`src/rtl/afae_pkg.sv`:
```
package afae_pkg;

    // Position in a margin load burst.
    typedef enum logic {
        SEQ_IDLE  = 1'b0,
        SEQ_AGAIN = 1'b1
    } load_seq_e;

endpackage

```
`src/rtl/afae_load_seq.sv`:
```
module afae_load_seq
    import afae_pkg::*;
#(
    parameter int OFS_W       = 7,
    parameter int DEFAULT_OFS = 32
) (
    input  logic             clk,
    input  logic             rst_n,
    input  logic             prog_n,
    input  logic [OFS_W-1:0] din,
    input  logic             in_ready,
    input  logic             wr_en,
    output logic [OFS_W-1:0] low_ofs,
    output logic [OFS_W-1:0] high_ofs,
    output logic             wr_block
);

    localparam logic [OFS_W-1:0] RST_OFS = OFS_W'(DEFAULT_OFS);

    typedef struct packed {
        logic             window;
        load_seq_e        seq;
        logic [OFS_W-1:0] lo;
        logic [OFS_W-1:0] hi;
    } load_st_t;

    load_st_t st_d, st_q;
    logic     blk;
    logic     accept;
    logic     load;

    always_comb begin
        st_d   = st_q;
        blk    = st_q.window & ~prog_n;
        accept = wr_en & in_ready & ~blk;
        load   = st_q.window & ~prog_n & in_ready;

        if (accept) begin
            st_d.window = 1'b0;
        end

        if (load) begin
            if (st_q.seq == SEQ_AGAIN) begin
                st_d.hi = din;
            end else begin
                st_d.lo = din;
                st_d.hi = din;
            end
            st_d.seq = SEQ_AGAIN;
        end else if (prog_n) begin
            st_d.seq = SEQ_IDLE;
        end
    end

    always_ff @(posedge clk or negedge rst_n) begin
        if (!rst_n) begin
            st_q <= '{window: 1'b1, seq: SEQ_IDLE, lo: RST_OFS, hi: RST_OFS};
        end else begin
            st_q <= st_d;
        end
    end

    assign low_ofs  = st_q.lo;
    assign high_ofs = st_q.hi;
    assign wr_block = blk;

endmodule

```
`src/rtl/afae_thresh_cmp.sv`:
```
module afae_thresh_cmp #(
    parameter int DEPTH = 256,
    parameter int OFS_W = 7,
    parameter int CNT_W = 9
) (
    input  logic             clk,
    input  logic             rst_n,
    input  logic [CNT_W-1:0] count,
    input  logic [OFS_W-1:0] low_ofs,
    input  logic [OFS_W-1:0] high_ofs,
    output logic             flag
);

    localparam logic [CNT_W-1:0] DEPTH_C = CNT_W'(DEPTH);

    typedef struct packed {
        logic flag;
    } cmp_st_t;

    cmp_st_t    st_d, st_q;
    logic       near_empty;
    logic       near_full;
    logic [CNT_W-1:0] full_edge;

    always_comb begin
        full_edge  = DEPTH_C - CNT_W'(high_ofs);
        near_empty = count <= CNT_W'(low_ofs);
        near_full  = count >= full_edge;
        st_d.flag  = near_empty | near_full;
    end

    always_ff @(posedge clk or negedge rst_n) begin
        if (!rst_n) begin
            st_q.flag <= 1'b1;
        end else begin
            st_q <= st_d;
        end
    end

    assign flag = st_q.flag;

endmodule

```
`src/rtl/afae_flag_ctrl.sv`:
```
module afae_flag_ctrl #(
    parameter int DEPTH       = 256,
    parameter int OFS_W       = 7,
    parameter int DEFAULT_OFS = 32,
    localparam int CNT_W      = $clog2(DEPTH + 1)
) (
    input  logic             wclk,
    input  logic             rst_n,
    input  logic             prog_n,
    input  logic [OFS_W-1:0] din_lo,
    input  logic             in_ready,
    input  logic             wr_en,
    input  logic [CNT_W-1:0] fill_count,
    output logic             afae_flag,
    output logic             wr_block
);

    logic [OFS_W-1:0] low_ofs;
    logic [OFS_W-1:0] high_ofs;

    afae_load_seq #(
        .OFS_W       (OFS_W),
        .DEFAULT_OFS (DEFAULT_OFS)
    ) i_load (
        .clk      (wclk),
        .rst_n    (rst_n),
        .prog_n   (prog_n),
        .din      (din_lo),
        .in_ready (in_ready),
        .wr_en    (wr_en),
        .low_ofs  (low_ofs),
        .high_ofs (high_ofs),
        .wr_block (wr_block)
    );

    afae_thresh_cmp #(
        .DEPTH (DEPTH),
        .OFS_W (OFS_W),
        .CNT_W (CNT_W)
    ) i_cmp (
        .clk      (wclk),
        .rst_n    (rst_n),
        .count    (fill_count),
        .low_ofs  (low_ofs),
        .high_ofs (high_ofs),
        .flag     (afae_flag)
    );

endmodule

```
`config.mk`:
```
export PLATFORM = sky130hd
export DESIGN_NAME = afae_flag_ctrl
export DESIGN_NICKNAME = d
export VERILOG_FILES = /design/src/rtl/afae_pkg.sv /design/src/rtl/afae_load_seq.sv /design/src/rtl/afae_thresh_cmp.sv /design/src/rtl/afae_flag_ctrl.sv
export SDC_FILE = /design/constraint.sdc
export NUM_CORES = 1
export LEC_CHECK = 0
export ABC_AREA = 1
export BUFFER_PORTS_ARGS = -buffer_cell sky130_fd_sc_hd__buf_2
export CORE_UTILIZATION = 49
export DETAILED_ROUTE_END_ITERATION = 10
export GPL_TIMING_DRIVEN = 0
export PLACE_DENSITY = 0.83
export SETUP_SLACK_MARGIN = 0.05
export SLEW_MARGIN = 10
export SYNTH_ARGS = -nofsm -noshare
export SYNTH_HDL_FRONTEND = slang
export SYNTH_SLANG_ARGS = --single-unit
```
`constraint.sdc`:
```
create_clock -name wclk -period 1.9 [get_ports wclk]
set_input_delay 0.38 -clock wclk [delete_from_list [all_inputs] [get_ports wclk]]
set_output_delay 0.38 -clock wclk [all_outputs]
set_load 0.02 [all_outputs]
```
Word level (Yosys, flattened, before mapping)
Index checks and enable logic that the tools add are counted.
W data, S select, Z words.
{"block": "op_classes", "n_addsub": 1, "mul": 0, "div": 0, "n_lt_le_gt_ge": 2, "eq_ne": 0, "n_shift": 0, "mux": 2, "bitwise": 8, "n_reduce_logical": 2}
{"operator": "$ge A9 B9 Y1", "n": 1}
{"operator": "$le A9 B7 Y1", "n": 1}
{"operator": "$sub A9 B7 Y9 const A", "n": 1}
{"operator": "$and A1 B1 Y1", "n": 4}
{"operator": "$not A1 Y1", "n": 3}
{"operator": "$mux W1", "n": 2}
{"operator": "$reduce_and A2 Y1", "n": 1}
{"operator": "$reduce_bool A2 Y1", "n": 1}
{"operator": "$or A1 B1 Y1", "n": 1}
{"block": "totals", "ff_bits": 17, "latchBits": 0, "ram_bits": 0, "mem_bits_ro": 0, "in_bits": 21, "elab_cells": 20, "mem_count": 0}

Depth between registers and ports, before layout
Gate-level depths: netlist of the first run.
{"block": "logic_depth", "word_depth": 4, "mapped_depth": 12, "depth_no_buf": 12}

Cells and area by module
A second synthesis of the first run with hierarchy kept.
{"block": "unflattened", "hier_cells": 175, "area_unflattened_um2": 1336.3}
{"mod": "afae_load_seq", "instances": 1, "cells_each": 83, "area_per_inst_um2": 759.5, "seq_area_each_um2": 404.1}
{"mod": "afae_thresh_cmp", "instances": 1, "cells_each": 92, "area_per_inst_um2": 576.8, "seq_area_each_um2": 26.3}

Least setup slack after synthesis of the first run
OpenSTA, ideal clock, no wires.
{"block": "synth_timing", "path_type": "register to register", "startpoint": "register i_load.st_q (netlist bit i_load.high_ofs[0])", "endpoint": "register, netlist name i_cmp.flag", "setup_time_ns": 0.082, "t_arrival_ns": 1.720, "setup_slack_ns": 0.097, "path_stages_with_launch": 12, "synth_period_minus_slack_ns": 1.803, "path_cell_list": "dfrtp_1 inv_1 ha_1 nand2_2 nor2_4 nand3_2 or2_4 ha_1 a21oi_1 o21ai_0 nor2_1 nand3_1"}
{"block": "synth_between", "elab_chain_cells": 3}
{"item": "start: declaration", "line": "afae_load_seq.sv:27", "rtl": "load_st_t st_d, st_q;"}
{"item": "start signal: assignment", "line": "afae_load_seq.sv:57", "rtl": "st_q <= '{window: 1'b1, seq: SEQ_IDLE, lo: RST_OFS, hi: RST_OFS};"}
{"item": "start signal: assignment", "line": "afae_load_seq.sv:59", "rtl": "st_q <= st_d;"}
{"item": "$sub A9 B7 Y9", "line": "afae_thresh_cmp.sv:26", "rtl": "full_edge = DEPTH_C - CNT_W'(high_ofs);"}
{"item": "$ge A9 B9 Y1", "line": "afae_thresh_cmp.sv:28", "rtl": "near_full = count >= full_edge;"}
{"item": "$or A1 B1 Y1", "line": "afae_thresh_cmp.sv:29", "rtl": "st_d.flag = near_empty | near_full;"}
{"item": "net i_cmp.st_d", "line": "afae_thresh_cmp.sv:20", "rtl": "cmp_st_t st_d, st_q;"}
The timed path passes the listed nets, and every way through them passes these cells.
A chain may end at the register's enable or synchronous reset.

Worst setup path in the final report of the first run
{"block": "layout_timing", "startpoint": "register i_load.st_q (netlist bit i_load.high_ofs[1])", "endpoint": "register, netlist name i_cmp.flag"}
{"block": "layout_between", "elab_chain_cells": 3}
{"item": "$sub A9 B7 Y9", "line": "afae_thresh_cmp.sv:26"}
{"item": "$ge A9 B9 Y1", "line": "afae_thresh_cmp.sv:28"}
{"item": "$or A1 B1 Y1", "line": "afae_thresh_cmp.sv:29"}
{"item": "net i_cmp.st_d", "line": "afae_thresh_cmp.sv:20"}
The timed path passes the listed nets, and every way through them passes these cells.

==> results of run 1 <==
==> where the power goes <==
group,switching (uW),internal (uW)
combinational,425,379
clock,109,81.5
sequential,80.0,477
==> worst max-delay path by stage <==
stage,cells past startpoint,to,startpoint
2_1_floorplan,11,i_cmp.flag$_DFF_PN1_,i_load.high_ofs[0]$_DFFE_PN0P_
3_3_place_gp,11,i_cmp.flag$_DFF_PN1_,i_load.high_ofs[0]$_DFFE_PN0P_
3_5_place_dp,11,i_cmp.flag$_DFF_PN1_,i_load.high_ofs[0]$_DFFE_PN0P_
4_1_cts,12,i_cmp.flag$_DFF_PN1_,i_load.high_ofs[1]$_DFFE_PN0P_
5_1_grt,12,i_cmp.flag$_DFF_PN1_,i_load.high_ofs[0]$_DFFE_PN0P_
6_report,12,i_cmp.flag$_DFF_PN1_,i_load.high_ofs[1]$_DFFE_PN0P_
==> state kept, by name (all words and copies together), names as in the netlist <==
register and count:
i_cmp.flag 1, i_load.high_ofs 7, i_load.low_ofs 7, i_load.st_q 2
==> cells in the mapped netlist <==
library cell  count  area [um2]
nand2_1          38         143
inv_1            29         109
ha_1             17         213
dfrtp_1          13         325
nor2_1            8        30.0
o21ai_1           7        35.0
o21ai_2           7        61.3
nand3_1           6        30.0
a21oi_1           4        20.0
dfstp_2           4         105
nand2_2           3        18.8
buf_6             2        22.5
nand3_2           2        20.0
nor2_4            2        22.5
o21ai_0           2        10.0
xor2_1            2        17.5
a31oi_1           1        6.26
and3_1            1        6.26
inv_2             1        3.75
nand4_1           1        6.26
nor3b_1           1        7.51
or2_4             1        8.76
xnor2_1           1        8.76
==> worst register-to-register path, stage by stage (launching register included) <==
cell and delay [ns]:
dfrtp_1 0.40, inv_2 0.09, ha_4 0.14, nand2_2 0.07, nor2_4 0.09, nand3_2 0.08, or2_4 0.26, nand2_4 0.07
ha_4 0.20, a21oi_2 0.11, o21ai_1 0.06, nor2_1 0.08, nand3_1 0.09
==> what timing repair did <==
action | 4_1_cts | 5_1_grt
setup endpoints to repair | 1 | 1
buffers inserted | 3 | 2
pin swaps | 5 | 4
resized for setup | 9 | 0
==> final cells by class <==
type                       count  area, um2
tap                           28       35.0
multi-input combinational    104        711
timing repair buffer          27        148
buffer                         2       22.5
inverter                      30        113
sequential                    17        430
fill                         194        812
clock buffer                   4       26.3
==> logic make-up (layout without fill, tap and decap cells) <==
family / Yosys count / after routing
flops: 17 / 17
xor+xnor: 3 / 3
compound gates: 21 / 21
buf+inv: 32 / 63
fa+ha+maj: 17 / 17
simple gates: 63 / 63
==> per-stage QoR <==
stage	total power, uW	area, um2	TNS (ns)	hold WS, ns
final	1550	1490	0	-0.00484
after global routing	1700	1490	0	0.0102
after CTS	1530	1470	0	0.00732
after detailed placement	1240	1380	-0.0435	0.325
after global placement	1190	1380	-0.0138	0.309
after floorplan	1070	1230	0	0.0844
==> per-layer routing <==
layer	global-route usage (%)	share of wire, %	up-vias
li1	-	-	552
met1	24.0	45	480
met2	40.8	52	19
met3	2.05	2.5	2
met4	9.46	0.67	0
met5	0	0	-
==> impl_results.md, run 1 <==
* Outcome: finished, violations left
* Max stage delay on crit path at about 0.40 ns
* Critical path's top delay family: simple AND/OR/NAND/NOR gates
* Antenna cells at 0
* Largest family of logic cells by synthesized area: simple AND/OR/NAND/NOR gates
* Number of buffers added on ports at 22
* Bufs on Longest Clock Path at 2
* Setup WS post-layout at between 0.09 and 0.1 ns
* R2R Setup Slk at approximately 0.099 ns
* Vias/cell at about 5.0
* IO Count at 23
* CTS Hold Bufs at 0
* Max transition margin at between 70 and 80%
* Initial antenna violation count at 0
* DP Wirelength at ~2 mm
* Routed Antenna Nets at 0
* Worst-Skew Late Latency at 0.28 ns
* Worst-path cell chain: inv_2 > ha_4 > nand2_2 > nor2_4 > nand3_2 > or2_4 > nand2_4 > ha_4 > a21oi_2 > o21ai_1 > nor2_1 > nand3_1
* Synthesized cell area at 1230 um2
* Startpoint types: flip-flop
* Slowest CP cell: dfrtp_1
* Synth Area in XOR/XNOR at 2.14%
* Detailed router's first-iteration violation count at 23
* Die height at 52.1 um
* Mapped Nets at 191
* Non-Filler Instances at 212
* WHS at -0.00484 ns
* Post-synthesis compound-gate area fraction at about 11%
* Mapped Cells at 153
* H-tree depth at 1
* Vias post-DR at roughly 1100
* First-pass GRT wire length at 4.27 mm
* Setup violators final at 0
* CP Buf/Inv Count at 1
* Wire length per cell at 12.0 um
* Most frequent cells in the layout: 38 x nand2_1, 27 x inv_1, 22 x buf_2
* Multiplexer area fraction after synthesis at 0%
* CTS Buf Count at 3
* Seq/Total Area, Yosys at a little over a third
* Layout Nets at about 220
* Number of global-route vias before repair at approximately 1100
* WP data arrival at 2.01 ns
* Site row count at 17
* Die Width at between 50 and 60 um
* Final hold violation count at 9
* Largest net degree at the start of global routing at 18
* Synth Area in Simple Gates at between 20% and 30%
* LEAKAGE at 0.000802 uW
* Clk slew on worst S/H paths at around 0.10 ns
* Die area at 2710 um2
* Clock Skew at between 0.002 and 0.0025 ns
* Class of the worst hold path: input port to asynchronous set/reset pin
* Seq cells post-synth at 17
* Worst R2R Path Depth at 12
* Cell mode on critical path: ha_4
* Max Fclk at 555 MHz
* Placed cell count at between 200 and 250
* Pins Over Slew Limit at 0
* Drt pass-1 iters at 4
* Max Cap Violations at 0
* Area grow syn2layout at 20.8%
* WS Path Type: flip-flop to flip-flop
* Fin crit share at 94.8%
* Tot GR Track Use at 21.6%
* Worst EP required at 2.11 ns
* Power Dens Cells at 1040 nW/um2
* Layout cells sized above 1 at 31.5%
* YS warnings at 0
* Worst Setup End Kind: flip-flop
* Final worst path period need at 1.80 ns
* Drt total wl at 2.55 mm
* Core area at 2300 um2
* RR Endpoint: i_cmp.flag$_DFF_PN1_
* Placer Congestion at between 0.8 and 0.9
* Worst slew pin tran at 0.375 ns
* TritonCTS clock tree: yes
* Worst R2R Start: i_load.high_ofs[1]$_DFFE_PN0P_
* Most common cell after layout, fill and taps aside: nand2_1
* CTS root buf: clkbuf_4
* Worst slack at placement at -0.0435 ns
* Clock sink count at 17
* CP Max Fanout at 2
* Initial Util at 53.5%
* Adder-cell share of the synthesized area at 17.3%
* Synth unique cells at 23
* RSZ-0062 raised after global routing: yes
* Final core occ at 64.7%
* Failing checks: negative hold slack
* GRT overflow at 0
* Syn avg cell area at 8.04 um2
* DR DRC count at 0
* Peak VDD IR at roughly 0.00052 V
Note: power is estimated with default switching activity, not from simulation.
==> run 2, diff against run 1 <==
--- a/config.mk
+++ b/config.mk
@@ -7,10 +7,10 @@
 export LEC_CHECK = 0
 export ABC_AREA = 1
 export BUFFER_PORTS_ARGS = -buffer_cell sky130_fd_sc_hd__buf_2
-export CORE_UTILIZATION = 49
+export CORE_UTILIZATION = 59
 export DETAILED_ROUTE_END_ITERATION = 10
 export GPL_TIMING_DRIVEN = 0
-export PLACE_DENSITY = 0.83
+export PLACE_DENSITY = 0.92
 export SETUP_SLACK_MARGIN = 0.05
 export SLEW_MARGIN = 10
 export SYNTH_ARGS = -nofsm -noshare
==> constraint.sdc (replaced) <==
create_clock -name wclk -period 2.1 [get_ports wclk]
set_input_delay 0.42 -clock wclk [delete_from_list [all_inputs] [get_ports wclk]]
set_output_delay 0.42 -clock wclk [all_outputs]
set_load 0.02 [all_outputs]
==> impl_results.md, run 2 (same netlist as run 1, synthesis figures left out) <==
* Number of buffers added on ports at 22
* Peak VDD IR at approximately 0.00072 V
* Worst slack at placement at 0.0985 ns
* Pins Over Slew Limit at 0
* Setup TNS at 0 ns
* Wire length per cell at 11.5 um
* CTS root buf: clkbuf_4
* Final core occ at 72.6%
* Final worst path period need at ~1.9 ns
* CTS Buf Count at 3
* Worst EP required at approximately 2.3 ns
* Routed Antenna Nets at 0
* Layout cells sized above 1 at 28.9%
* DP Wirelength at 1.99 mm
* WS Path Type: flip-flop to flip-flop
* CP Max Fanout at 3
* Class of the worst hold path: input port to asynchronous set/reset pin
* Met1 WL at 1.03 mm
* Tot GR Track Use at 23.3%
* Initial Util at 62.7%
* Setup violators final at 0
* H-tree depth at 1
* Clock sink count at 17
* DR DRC count at 0
* Clk slew on worst S/H paths at 0.10 ns
* LEAKAGE at 0.000780 uW
* Worst R2R Start: i_load.high_ofs[0]$_DFFE_PN0P_
* Power Dens Cells at approximately 930 nW/um2
* Core area at 1960 um2
* Vias/cell at 5.11
* Met3 WL at 68 um
* Worst R2R Path Depth at 11
* TritonCTS clock tree: yes
* Layout Nets at about 220
* Die height at 47.7 um
* Fin crit share at 91.7%
* Worst slew pin tran at 0.386 ns
* Max Cap Violations at 0
* Bufs on Longest Clock Path at 2
* Initial antenna violation count at 0
* Site row count at 16
* Most frequent cells in the layout: 38 x nand2_1, 27 x inv_1, 22 x buf_2
* Clock Skew at 0.00268 ns
* Outcome: finished clean
* WHS at about 0.042 ns
* Die Width at 47.7 um
* Vias post-DR at around 1100
* Max transition margin at 74.2%
* Worst-Skew Late Latency at 0.28 ns
* Number of global-route vias before repair at a little under 1000
* R2R Setup Slk at 0.17 ns
* RR Endpoint: i_cmp.flag$_DFF_PN1_
* Startpoint types: flip-flop
* Area grow syn2layout at 15.8%
* Antenna cells at 0
* Setup WS post-layout at ~0.17 ns
* Worst Setup End Kind: flip-flop
* Placer Congestion at 0.770
* Routed length on met2 at 1.28 mm
* Max Fclk at 519 MHz
* CTS Hold Bufs at 0
* Largest net degree at the start of global routing at 18
* RSZ-0062 raised after global routing: no
* Drt total wl at 2.37 mm
* GRT overflow at 0
* Final hold violation count at 0
* First-pass GRT wire length at 3.77 mm
* Most common cell after layout, fill and taps aside: nand2_1
* WP data arrival at 2.14 ns
* DR top layer: met3
* IO Count at 23
* Die area at 2270 um2
* Drt pass-1 iters at 4
* Detailed router's first-iteration violation count at 21
[run 2: what timing repair did]
item                                    in CTS  in global routing
buffers inserted                             0                  1
endpoints found under the setup margin       0                  1
gates resized for setup                      0                  5
[run 2: critical path, stage by stage, from the launching register on]
cell	delay, ns
dfrtp_1	0.42
inv_2	0.09
ha_4	0.14
nand2_2	0.06
nor2_4	0.10
nand3_2	0.08
or2_4	0.24
ha_1	0.31
a21oi_2	0.14
o21ai_0	0.09
nor2_1	0.09
nand3_1	0.09
[run 2: worst max-delay path by stage]
stage / startpoint / endpoint / slack (ns) / cells past startpoint
final: i_load.high_ofs[0]$_DFFE_PN0P_ / i_cmp.flag$_DFF_PN1_ / 0.17 / 11
after global routing: i_load.high_ofs[0]$_DFFE_PN0P_ / i_cmp.flag$_DFF_PN1_ / 0.05 / 12
after CTS: i_load.high_ofs[0]$_DFFE_PN0P_ / i_cmp.flag$_DFF_PN1_ / 0.08 / 11
after detailed placement: i_load.high_ofs[0]$_DFFE_PN0P_ / i_cmp.flag$_DFF_PN1_ / 0.1 / 11
after global placement: i_load.high_ofs[0]$_DFFE_PN0P_ / i_cmp.flag$_DFF_PN1_ / 0.19 / 11
after floorplan: i_load.high_ofs[0]$_DFFE_PN0P_ / i_cmp.flag$_DFF_PN1_ / 0.30 / 11
[run 2: metrics by stage]
step | area, um2 | cells | total power (uW)
detailed placement | 1370 | 202 | 1130
CTS | 1400 | 206 | 1300
global placement | 1370 | 202 | 1080
global route | 1420 | 207 | 1470
finish | 1420 | 207 | 1330
floorplan | 1230 | 153 | 965
[run 2: area by class of cell]
type / instances / area [um2]
Buffer: 2 / 22.5
Inverter: 30 / 113
Fill cell: 175 / 538
Sequential cell: 17 / 430
Timing Repair Buffer: 23 / 118
Clock buffer: 4 / 26.3
Multi-Input combinational cell: 104 / 681
Tap cell: 27 / 33.8
[run 2: metal layers]
layer  track usage [%]  vias to the layer above
li1                  -                      535
met1              28.5                      495
met2              45.2                       28
met3              2.26                        0
met4              3.33                        0
met5                 0                        -
[run 2: power breakdown]
part / leakage [uW] / internal, uW / total [uW] / switching (uW)
clock network: 0.0000150 / 73.7 / 173 / 99.6
registers: 0.000207 / 431 / 501 / 69.8
logic: 0.000558 / 294 / 655 / 361
total: 0.000780 / 799 / 1330 / 530
